File: config.mk
export PLATFORM = sky130hd
export DESIGN_NAME = nand_prefetch
export DESIGN_NICKNAME = d
export VERILOG_FILES = /design/src/rtl/nprf_pkg.sv /design/src/rtl/nprf_fifo.sv /design/src/rtl/nprf_regs.sv /design/src/rtl/nand_prefetch.sv
export SDC_FILE = /design/constraint.sdc
export NUM_CORES = 1
export LEC_CHECK = 0
export ABC_AREA = 1
export BUFFER_PORTS_ARGS = -buffer_cell sky130_fd_sc_hd__buf_2
export CAP_MARGIN = 20
export CELL_PAD_IN_SITES_DETAIL_PLACEMENT = 0
export CELL_PAD_IN_SITES_GLOBAL_PLACEMENT = 2
export CORE_MARGIN = 8
export CORE_UTILIZATION = 43
export DETAILED_ROUTE_END_ITERATION = 10
export GPL_ROUTABILITY_DRIVEN = 1
export GPL_TIMING_DRIVEN = 0
export HOLD_SLACK_MARGIN = 0.06
export PLACE_DENSITY = 0.95
export SLEW_MARGIN = 5
export SYNTH_ARGS = -nofsm -noshare
export SYNTH_HDL_FRONTEND = slang
export SYNTH_HIERARCHICAL = 1
export SYNTH_SLANG_ARGS = --single-unit
export TNS_END_PERCENT = 1
File: constraint.sdc
create_clock -name clk -period 4.3 [get_ports clk]
set_input_delay 0.215 -clock clk [delete_from_list [all_inputs] [get_ports clk]]
set_output_delay 0.215 -clock clk [all_outputs]
set_load 0.005 [all_outputs]
File: src/rtl/nprf_pkg.sv
package nprf_pkg;
    localparam int REG_ADDR_W = 3;

    typedef enum logic [REG_ADDR_W-1:0] {
        RA_CFG  = 3'd0,
        RA_CNT  = 3'd1,
        RA_CTRL = 3'd2,
        RA_STAT = 3'd3,
        RA_DATA = 3'd4
    } reg_addr_e;

    // configuration field positions (software-visible layout)
    localparam int CFG_WPOST_BIT = 0;
    localparam int CFG_EN_BIT    = 7;
    localparam int CFG_THR_LO    = 8;
    localparam int CFG_CS_LO     = 24;
    // status field positions
    localparam int STAT_FILL_LO  = 24;
    // bytes per host word
    localparam int WORD_BYTES    = 4;
endpackage

File: src/rtl/nprf_fifo.sv
module nprf_fifo #(
    parameter int DEPTH = 64
) (
    input  logic                       clk,
    input  logic                       rst_n,
    input  logic                       flush,
    input  logic                       push,
    input  logic [7:0]                 push_byte,
    input  logic                       pop,
    output logic [31:0]                word,
    output logic [$clog2(DEPTH):0]     fill
);
    localparam int AW     = $clog2(DEPTH);
    localparam int FILL_W = AW + 1;

    typedef struct packed {
        logic [AW-1:0]     wp;
        logic [AW-1:0]     rp;
        logic [FILL_W-1:0] fill;
    } ptr_t;

    ptr_t       ptr_d, ptr_q;
    logic [7:0] mem_d [DEPTH];
    logic [7:0] mem_q [DEPTH];

    always_comb begin
        ptr_d = ptr_q;
        mem_d = mem_q;
        if (push) begin
            mem_d[ptr_q.wp] = push_byte;
            ptr_d.wp        = ptr_q.wp + AW'(1);
        end
        if (pop) begin
            ptr_d.rp = ptr_q.rp + AW'(nprf_pkg::WORD_BYTES);
        end
        ptr_d.fill = ptr_q.fill + FILL_W'(push)
                   - (pop ? FILL_W'(nprf_pkg::WORD_BYTES) : FILL_W'(0));
        if (flush) begin
            ptr_d = '0;
        end
    end

    always_ff @(posedge clk) begin
        if (!rst_n) ptr_q <= '0;
        else        ptr_q <= ptr_d;
    end

    always_ff @(posedge clk) begin
        mem_q <= mem_d;
    end

    for (genvar k = 0; k < nprf_pkg::WORD_BYTES; k++) begin : g_lane
        assign word[8*k +: 8] = mem_q[ptr_q.rp + AW'(k)];
    end

    assign fill = ptr_q.fill;
endmodule

File: src/rtl/nprf_regs.sv
module nprf_regs #(
    parameter int DEPTH = 64,
    parameter int CNT_W = 14,
    parameter int CS_W  = 3
) (
    input  logic                        clk,
    input  logic                        rst_n,
    input  logic                        reg_wr,
    input  logic                        reg_rd,
    input  logic [nprf_pkg::REG_ADDR_W-1:0] reg_addr,
    input  logic [31:0]                 reg_wdata,
    output logic [31:0]                 reg_rdata,
    input  logic                        nand_valid,
    output logic                        nand_ready,
    input  logic [$clog2(DEPTH):0]      fill,
    input  logic [31:0]                 fifo_word,
    output logic                        push,
    output logic                        pop,
    output logic                        flush,
    output logic                        run,
    output logic [CS_W-1:0]             cs,
    output logic [CNT_W-1:0]            remain,
    output logic                        thr_hit
);
    import nprf_pkg::*;

    localparam int FILL_W = $clog2(DEPTH) + 1;
    localparam int THR_W  = FILL_W;

    typedef struct packed {
        logic             run;
        logic             wpost;
        logic             en;
        logic [THR_W-1:0] thr;
        logic [CS_W-1:0]  cs;
        logic [CNT_W-1:0] remain;
    } st_t;

    st_t st_d, st_q;

    logic             wr_cfg, wr_cnt, wr_ctrl, rd_data;
    logic [THR_W-1:0] thr_field;
    logic             has_word;

    assign wr_cfg    = reg_wr && (reg_addr == RA_CFG);
    assign wr_cnt    = reg_wr && (reg_addr == RA_CNT);
    assign wr_ctrl   = reg_wr && (reg_addr == RA_CTRL);
    assign rd_data   = reg_rd && (reg_addr == RA_DATA);
    assign thr_field = reg_wdata[CFG_THR_LO +: THR_W];
    assign has_word  = fill >= FILL_W'(WORD_BYTES);

    assign nand_ready = st_q.run && (st_q.remain != '0) && (fill < FILL_W'(DEPTH));
    assign push       = nand_ready && nand_valid;
    assign pop        = rd_data && has_word;
    assign flush      = wr_ctrl && !reg_wdata[0];

    always_comb begin
        st_d = st_q;
        if (push) begin
            st_d.remain = st_q.remain - CNT_W'(1);
        end
        if (st_q.run && (st_q.remain == '0) && (fill == '0)) begin
            st_d.run = 1'b0;
        end
        if (wr_cfg && !st_q.run && (int'(thr_field) <= DEPTH)) begin
            st_d.wpost = reg_wdata[CFG_WPOST_BIT];
            st_d.en    = reg_wdata[CFG_EN_BIT];
            st_d.thr   = thr_field;
            st_d.cs    = reg_wdata[CFG_CS_LO +: CS_W];
        end
        if (wr_cnt && !st_q.run) begin
            st_d.remain = reg_wdata[CNT_W-1:0];
        end
        if (wr_ctrl) begin
            if (!reg_wdata[0]) begin
                st_d.run = 1'b0;
            end else if (!st_q.run && st_q.en && !st_q.wpost) begin
                st_d.run = 1'b1;
            end
        end
    end

    always_ff @(posedge clk) begin
        if (!rst_n) st_q <= '0;
        else        st_q <= st_d;
    end

    always_comb begin
        reg_rdata = '0;
        unique case (reg_addr)
            RA_CFG: begin
                reg_rdata[CFG_WPOST_BIT]        = st_q.wpost;
                reg_rdata[CFG_EN_BIT]           = st_q.en;
                reg_rdata[CFG_THR_LO +: THR_W]  = st_q.thr;
                reg_rdata[CFG_CS_LO +: CS_W]    = st_q.cs;
            end
            RA_CNT:  reg_rdata[CNT_W-1:0] = st_q.remain;
            RA_CTRL: reg_rdata[0]         = st_q.run;
            RA_STAT: begin
                reg_rdata[CNT_W-1:0]             = st_q.remain;
                reg_rdata[STAT_FILL_LO +: FILL_W] = fill;
            end
            RA_DATA: reg_rdata = has_word ? fifo_word : '0;
            default: reg_rdata = '0;
        endcase
    end

    assign run     = st_q.run;
    assign cs      = st_q.cs;
    assign remain  = st_q.remain;
    assign thr_hit = st_q.run && (fill >= st_q.thr);
endmodule

File: src/rtl/nand_prefetch.sv
module nand_prefetch #(
    parameter int DEPTH = 64,
    parameter int CNT_W = 14,
    parameter int CS_W  = 3
) (
    input  logic                          clk,
    input  logic                          rst_n,
    input  logic                          reg_wr,
    input  logic                          reg_rd,
    input  logic [2:0]                    reg_addr,
    input  logic [31:0]                   reg_wdata,
    output logic [31:0]                   reg_rdata,
    input  logic                          nand_valid,
    input  logic [7:0]                    nand_data,
    output logic                          nand_ready,
    output logic [CS_W-1:0]               nand_cs,
    output logic                          busy,
    output logic [$clog2(DEPTH):0]        fifo_fill,
    output logic [CNT_W-1:0]              remain,
    output logic                          thr_hit
);
    logic        push, pop, flush;
    logic [31:0] fifo_word;

    nprf_fifo #(.DEPTH(DEPTH)) u_fifo (
        .clk       (clk),
        .rst_n     (rst_n),
        .flush     (flush),
        .push      (push),
        .push_byte (nand_data),
        .pop       (pop),
        .word      (fifo_word),
        .fill      (fifo_fill)
    );

    nprf_regs #(.DEPTH(DEPTH), .CNT_W(CNT_W), .CS_W(CS_W)) u_regs (
        .clk        (clk),
        .rst_n      (rst_n),
        .reg_wr     (reg_wr),
        .reg_rd     (reg_rd),
        .reg_addr   (reg_addr),
        .reg_wdata  (reg_wdata),
        .reg_rdata  (reg_rdata),
        .nand_valid (nand_valid),
        .nand_ready (nand_ready),
        .fill       (fifo_fill),
        .fifo_word  (fifo_word),
        .push       (push),
        .pop        (pop),
        .flush      (flush),
        .run        (busy),
        .cs         (nand_cs),
        .remain     (remain),
        .thr_hit    (thr_hit)
    );
endmodule

; ---- Yosys cells after proc, flatten, opt, wreduce, memory -nomap -nowiden
; Index checks and enable logic that the tools add are counted.
[op_classes]
add_sub_neg = 8
magnitude_cmp = 10
n_eq_ne = 4
mux = 31
n_bitwise = 6
n_reduce_logical = 28
[ops]
columns = cell, n
row1 = $bwmux W512, 1
row2 = $bmux W8 S6, 4
row3 = $mux W8, 9
row4 = $demux W8 S6, 1
row5 = $ge A7 B7 Y1 const B, 5
row6 = $not A6 Y7, 5
row7 = $mux W32, 1
row8 = $mux W14, 2
row9 = $pmux W7 S3, 1
row10 = $logic_and A1 B1 Y1, 18
row11 = $logic_not A14 Y1, 1
row12 = $reduce_bool A14 Y1, 1
row13 = $sub A14 B1 Y14 const B, 1
row14 = $add A6 B1 Y6 const B, 2
row15 = $add A6 B2 Y6 const B, 2
row16 = $pmux W6 S2, 1
row17 = $mux W9, 1
row18 = $pmux W3 S3, 1
row19 = $pmux W4 S2, 1
row20 = $add A7 B1 Y7, 1
row21 = $ge A7 B3 Y1 const B, 1
row22 = $ge A7 B7 Y1, 1
row23 = $le A7 B7 Y1 const B, 1
row24 = $logic_not A7 Y1, 1
row25 = other kinds (16), 24
[totals]
regBits = 558
in_bits = 48
out_inout_bits = 59
word_cells = 160

; ---- Logic depth before layout (Yosys ltp)
[depth]
word_depth = 7
mapped_depth = 17

; ---- Cells and area by module
; Netlist, hierarchy kept.
[modules_own_cells]
columns = module, n_inst, cells_each, area_per_inst_um2
row1 = nprf_fifo, 1, 2284, 23282.3
row2 = nprf_regs, 1, 389, 2357.3

; ---- Worst setup path before layout
; No wires, ideal clock.
[synth_path]
path_kind = register to register
from = register u_fifo.ptr_q, in the netlist u_fifo/fill[6]
to = register u_fifo.ptr_q, in the netlist u_fifo/fill[4]
arrival_ns = 2.300
path_slack_ns = 1.887
path_stages_with_launch = 17
n_path_buf = 2
cell_sequence = dfxtp_1 buf_4 inv_1 nand3_1 nor3_2 clkbuf_1 nor2_1 inv_1 ha_1 ha_1 inv_1 nand2_1 nand2_1 and2_1 nand2_1 nand2_1 nor2_1
[synth_via]
word_cells_on_any_way = 8
[synth_lines]
columns = element, line
row1 = "start, declared", nprf_fifo.sv:22  ; ptr_t ptr_d, ptr_q;
row2 = "start signal, assigned", nprf_fifo.sv:45  ; else ptr_q <= ptr_d;
row3 = $ge A7 B3 Y1, nprf_regs.sv:50  ; assign has_word = fill >= FILL_W'(WORD_BYTES);
row4 = $logic_and A1 B1 Y1, nprf_regs.sv:54  ; assign pop = rd_data && has_word;
row5 = net pop, nand_prefetch.sv:22  ; logic push, pop, flush;
row6 = $mux W3, nprf_fifo.sv:37  ; - (pop ? FILL_W'(nprf_pkg::WORD_BYTES) : FILL_W'(0));
row7 = $sub A7 B7 Y7, nprf_fifo.sv:37
; The timed path passes the listed nets, and every way through them passes these cells.
; A chain may end at the register's enable or synchronous reset.

; ---- Worst setup path in the final report
[layout_path]
from = register u_fifo/ptr_q[11] (netlist name)
to = output reg_rdata[9]
[layout_via]
elab_chain_len = 7
[layout_lines]
columns = element, line
row1 = $add A6 B1 Y6, nprf_fifo.sv:53  ; assign word[8*k +: 8] = mem_q[ptr_q.rp + AW'(k)];
row2 = $not A6 Y7 (implied by the code), nprf_fifo.sv:53
row3 = $bmux W8 S6, nprf_fifo.sv:53
row4 = $mux W8 (implied by the code) (2 in series), nprf_fifo.sv:53
row5 = net fifo_word[9], nand_prefetch.sv:23  ; logic [31:0] fifo_word;
row6 = $mux W32, nprf_regs.sv:103  ; RA_DATA: reg_rdata = has_word ? fifo_word : '0;
row7 = $pmux W7 S3, nprf_regs.sv:90  ; unique case (reg_addr)
row8 = "end, declared", nand_prefetch.sv:12  ; output logic [31:0] reg_rdata,
; The timed path passes the listed nets, and every way through them passes these cells. The select of a mux whose other input is x is not followed.

==> impl_metrics.tcl <==
set metrics [dict create \
    ant_nets 0 \
    dr.first_iter.drc_count 1970 \
    cts_buffers 57 \
    synthTopCellsByCount "nand2_1, edfxtp_1, inv_1" \
    ys_types 36 \
    via_per_inst 5.23 \
    synth_top_area_cell "edfxtp_1" \
    min_to "u_fifo/ptr_q[11]$_SDFFE_PP0P_" \
    hpwl_um 55000 \
    avgSynthCellArea_um2 9.59 \
    maxSlewHeadroom_pct 26.8 \
    ff2ff_path_depth 15 \
    hp-class "input pin to flop" \
    area_growth_pct 14.0 \
    rows 89 \
    holdWs_ns 0.111 \
    fin_tns_setup_ns 0 \
    ios 107 \
    use_met3_pct 2.81 \
    ys.flop_type "edfxtp_1" \
    diodes 0 \
    cap_violations 0 \
    netlist_area_um2 25600 \
    p_leak_nw 12.6 \
    max_freq_mhz 279 \
    wl_per_cell_um 21.4 \
    gr-usage-all-layers_pct 22.7 \
    synthCells 2673 \
    r2r_start "u_fifo/fill[6]$_SDFF_PP0_" \
    cp.arrival_ns 3.37 \
    crit_required_ns 4.09 \
    pwr_density_cell_nw_per_um2 411 \
    worstSkewPairLatency_ns 0.62 \
    met1_usage_pct 29.9 \
    gr-total-overflow 0 \
    synth_edf_count 512 \
    grt_pass1_wl_um 115000 \
    cts_buffer_depth 3 \
    grt_max_degree 65 \
    grt_setup_unrepaired "false" \
    yosys_warnings 6 \
    worst-setup-path-type "flop to output pin" \
    drc 0 \
    ir_drop_mv 0.361 \
    maxSlewViolCount 0 \
    die_h_um 260 \
    drive_gt1_share_pct 10.8 \
    antenna_found_initial 0 \
    yosysSeqAreaShare_pct 63.4 \
    gp_congestion 0.888 \
    async_flop_share_pct 0 \
    synthTopCellsByArea "edfxtp_1, nand2_1, nand3_1" \
    die_area_um2 67700 \
    min_period_over_period_pct 83.4 \
    wl_um 78400 \
    min_period_ns 3.59 \
    cts_tree "yes" \
    final-hold-violation-count 0 \
    cts.clk_slew.worst_paths_ns 0.07 \
    netlist.area_leader.share_pct 60.0 \
    first_pass_iters 6 \
    start_util_pct 43.4 \
    crit_path_max_fanout 10 \
    end_kind "output pin" \
    r2r_slack_ns 0.76 \
    finClkSkew_ns 0.0205 \
    coreArea_um2 59000 \
    hold_depth 5 \
    tightest_slew_ns 1.10 \
    met2_usage_pct 37.9 \
    cts_root_buffer "clkbuf_16" \
    grt_pass1_vias 18300 \
    clock-sinks 556 \
    nNetsFinal 2920 \
    routed-via-count 19200 \
    synth.most_common_cell "nand2_1" \
    grt_busiest_layer "met2" \
    cts_resized 0 \
    dieWidth_um 260 \
    port_buffers 92 \
    final-setup-viol-count 0 \
    cts-htree-levels 2 \
    status "complete, no violations" \
    hold_start "reg_rd" \
    synth_nets 2741 \
    startpoint_type "flop" \
    r2r-end "u_fifo/fill[6]$_SDFF_PP0_" \
    ys_seq_elements 556 \
]
[timing repair]
| item | in CTS | in global routing |
|---|---|---|
| endpoints found under the setup margin | 0 | 0 |
| hold endpoints to repair | 27 | 0 |
| hold buffers | 20 | 0 |
| setup buffers | 0 | 0 |
[report_power, final]
group          internal [W]  switching (W)
clock network       0.00283        0.00206
logic              0.000369       0.000811
registers           0.00592      0.0000209
[area by class of cell]
cell class              instances  area [um^2]
plain buffers                 151          991
inverters                     464         1740
fillers                      5432        29800
multi-input cells            1502         6650
repair buffers                120          806
clock buffers                  66         1460
well taps                     773          967
flip-flops and latches        556        16300
clock inverters                37          354
[through the flow]
| step | std cells | util, % | power [W] | cell area, um^2 | setup slack [ns] |
|---|---|---|---|---|---|
| finish | 3669 | 49.5 | 0.0120 | 29200 | 0.713 |
| global route | 3669 | 49.5 | 0.0124 | 29200 | 0.667 |
| CTS | 3669 | 49.5 | 0.0121 | 29200 | 0.777 |
| detailed placement | 3546 | 46.1 | 0.00721 | 27200 | 0.797 |
| global placement | 3538 | 45.9 | 0.00718 | 27100 | 0.735 |
| floorplan | 2673 | - | 0.00672 | 25600 | 1.89 |
[critical path, cell delays in order, from the launching register on]
cell and delay [ns]:
dfxtp_1 0.33, buf_2 0.36, buf_1 0.86, nand3_1 0.23, nand3_1 0.33, nand2_1 0.15, nand3_1 0.12, o221ai_1 0.16
buf_2 0.18
[worst max-delay path by stage]
stage | start | to | slack [ns] | cells after the start
floorplan | u_fifo/fill[6]$_SDFF_PP0_ | u_fifo/fill[4]$_SDFF_PP0_ | 1.89 | 16
global placement | u_regs/remain[0]$_SDFFE_PN0P_ | u_fifo/mem_q[64]$_DFFE_PP_ | 0.74 | 10
detailed placement | u_fifo/fill[6]$_SDFF_PP0_ | u_fifo/fill[6]$_SDFF_PP0_ | 0.80 | 15
CTS | u_fifo/fill[6]$_SDFF_PP0_ | u_fifo/fill[6]$_SDFF_PP0_ | 0.78 | 15
global route | u_regs/remain[0]$_SDFFE_PN0P_ | u_fifo/mem_q[456]$_DFFE_PP_ | 0.67 | 10
finish | u_fifo/ptr_q[11]$_SDFFE_PP0P_ | reg_rdata[9] | 0.71 | 8
[layout by cell type (no fill, tap or decap), types with 3 or more instances in the layout]
cell type	instances
o21ai_1	5
clkinv_1	15
o21ai_0	43
dfxtp_1	44
clkinv_2	11
nor3_2	4
bufinv_16	7
buf_6	29
edfxtp_1	512
buf_2	147
o221ai_1	9
buf_12	7
a21oi_1	36
nand4_1	3
nor2_1	134
nand3_1	442
clkbuf_16	57
dlygate4sd3_1	20
nand2_1	778
xor2_1	3
nor3_1	6
clkbuf_1	28
buf_1	16
ha_1	20
nor2_2	5
inv_2	3
buf_4	31
inv_1	460
[flip-flops by register name, indices dropped and copies added, names as in the netlist]
register and count:
u_fifo/fill 7, u_regs/remain 14, u_regs/st_q 9, u_fifo/ptr_q 10, u_regs/run 1, u_fifo/mem_q 512, u_regs/cs 3
[cell families after synthesis]
family	Yosys count	synth area share (%)
AOI/OAI and AO/OA	97	2.07
xor gates and xnor gates	4	0.137
DFF	556	63.4
adders and majority gates	20	0.976
and+or+nand+nor	1381	22.7
buffers and inverters	615	10.7
[metal layers]
layer / up-vias / share of wire [%]
met3: 164 / 7.8
met4: 0 / 3.9
met5: - / 0
met1: 9217 / 41
li1: 8979 / -
met2: 820 / 48
No activity file was read; power rests on OpenSTA's default activity.
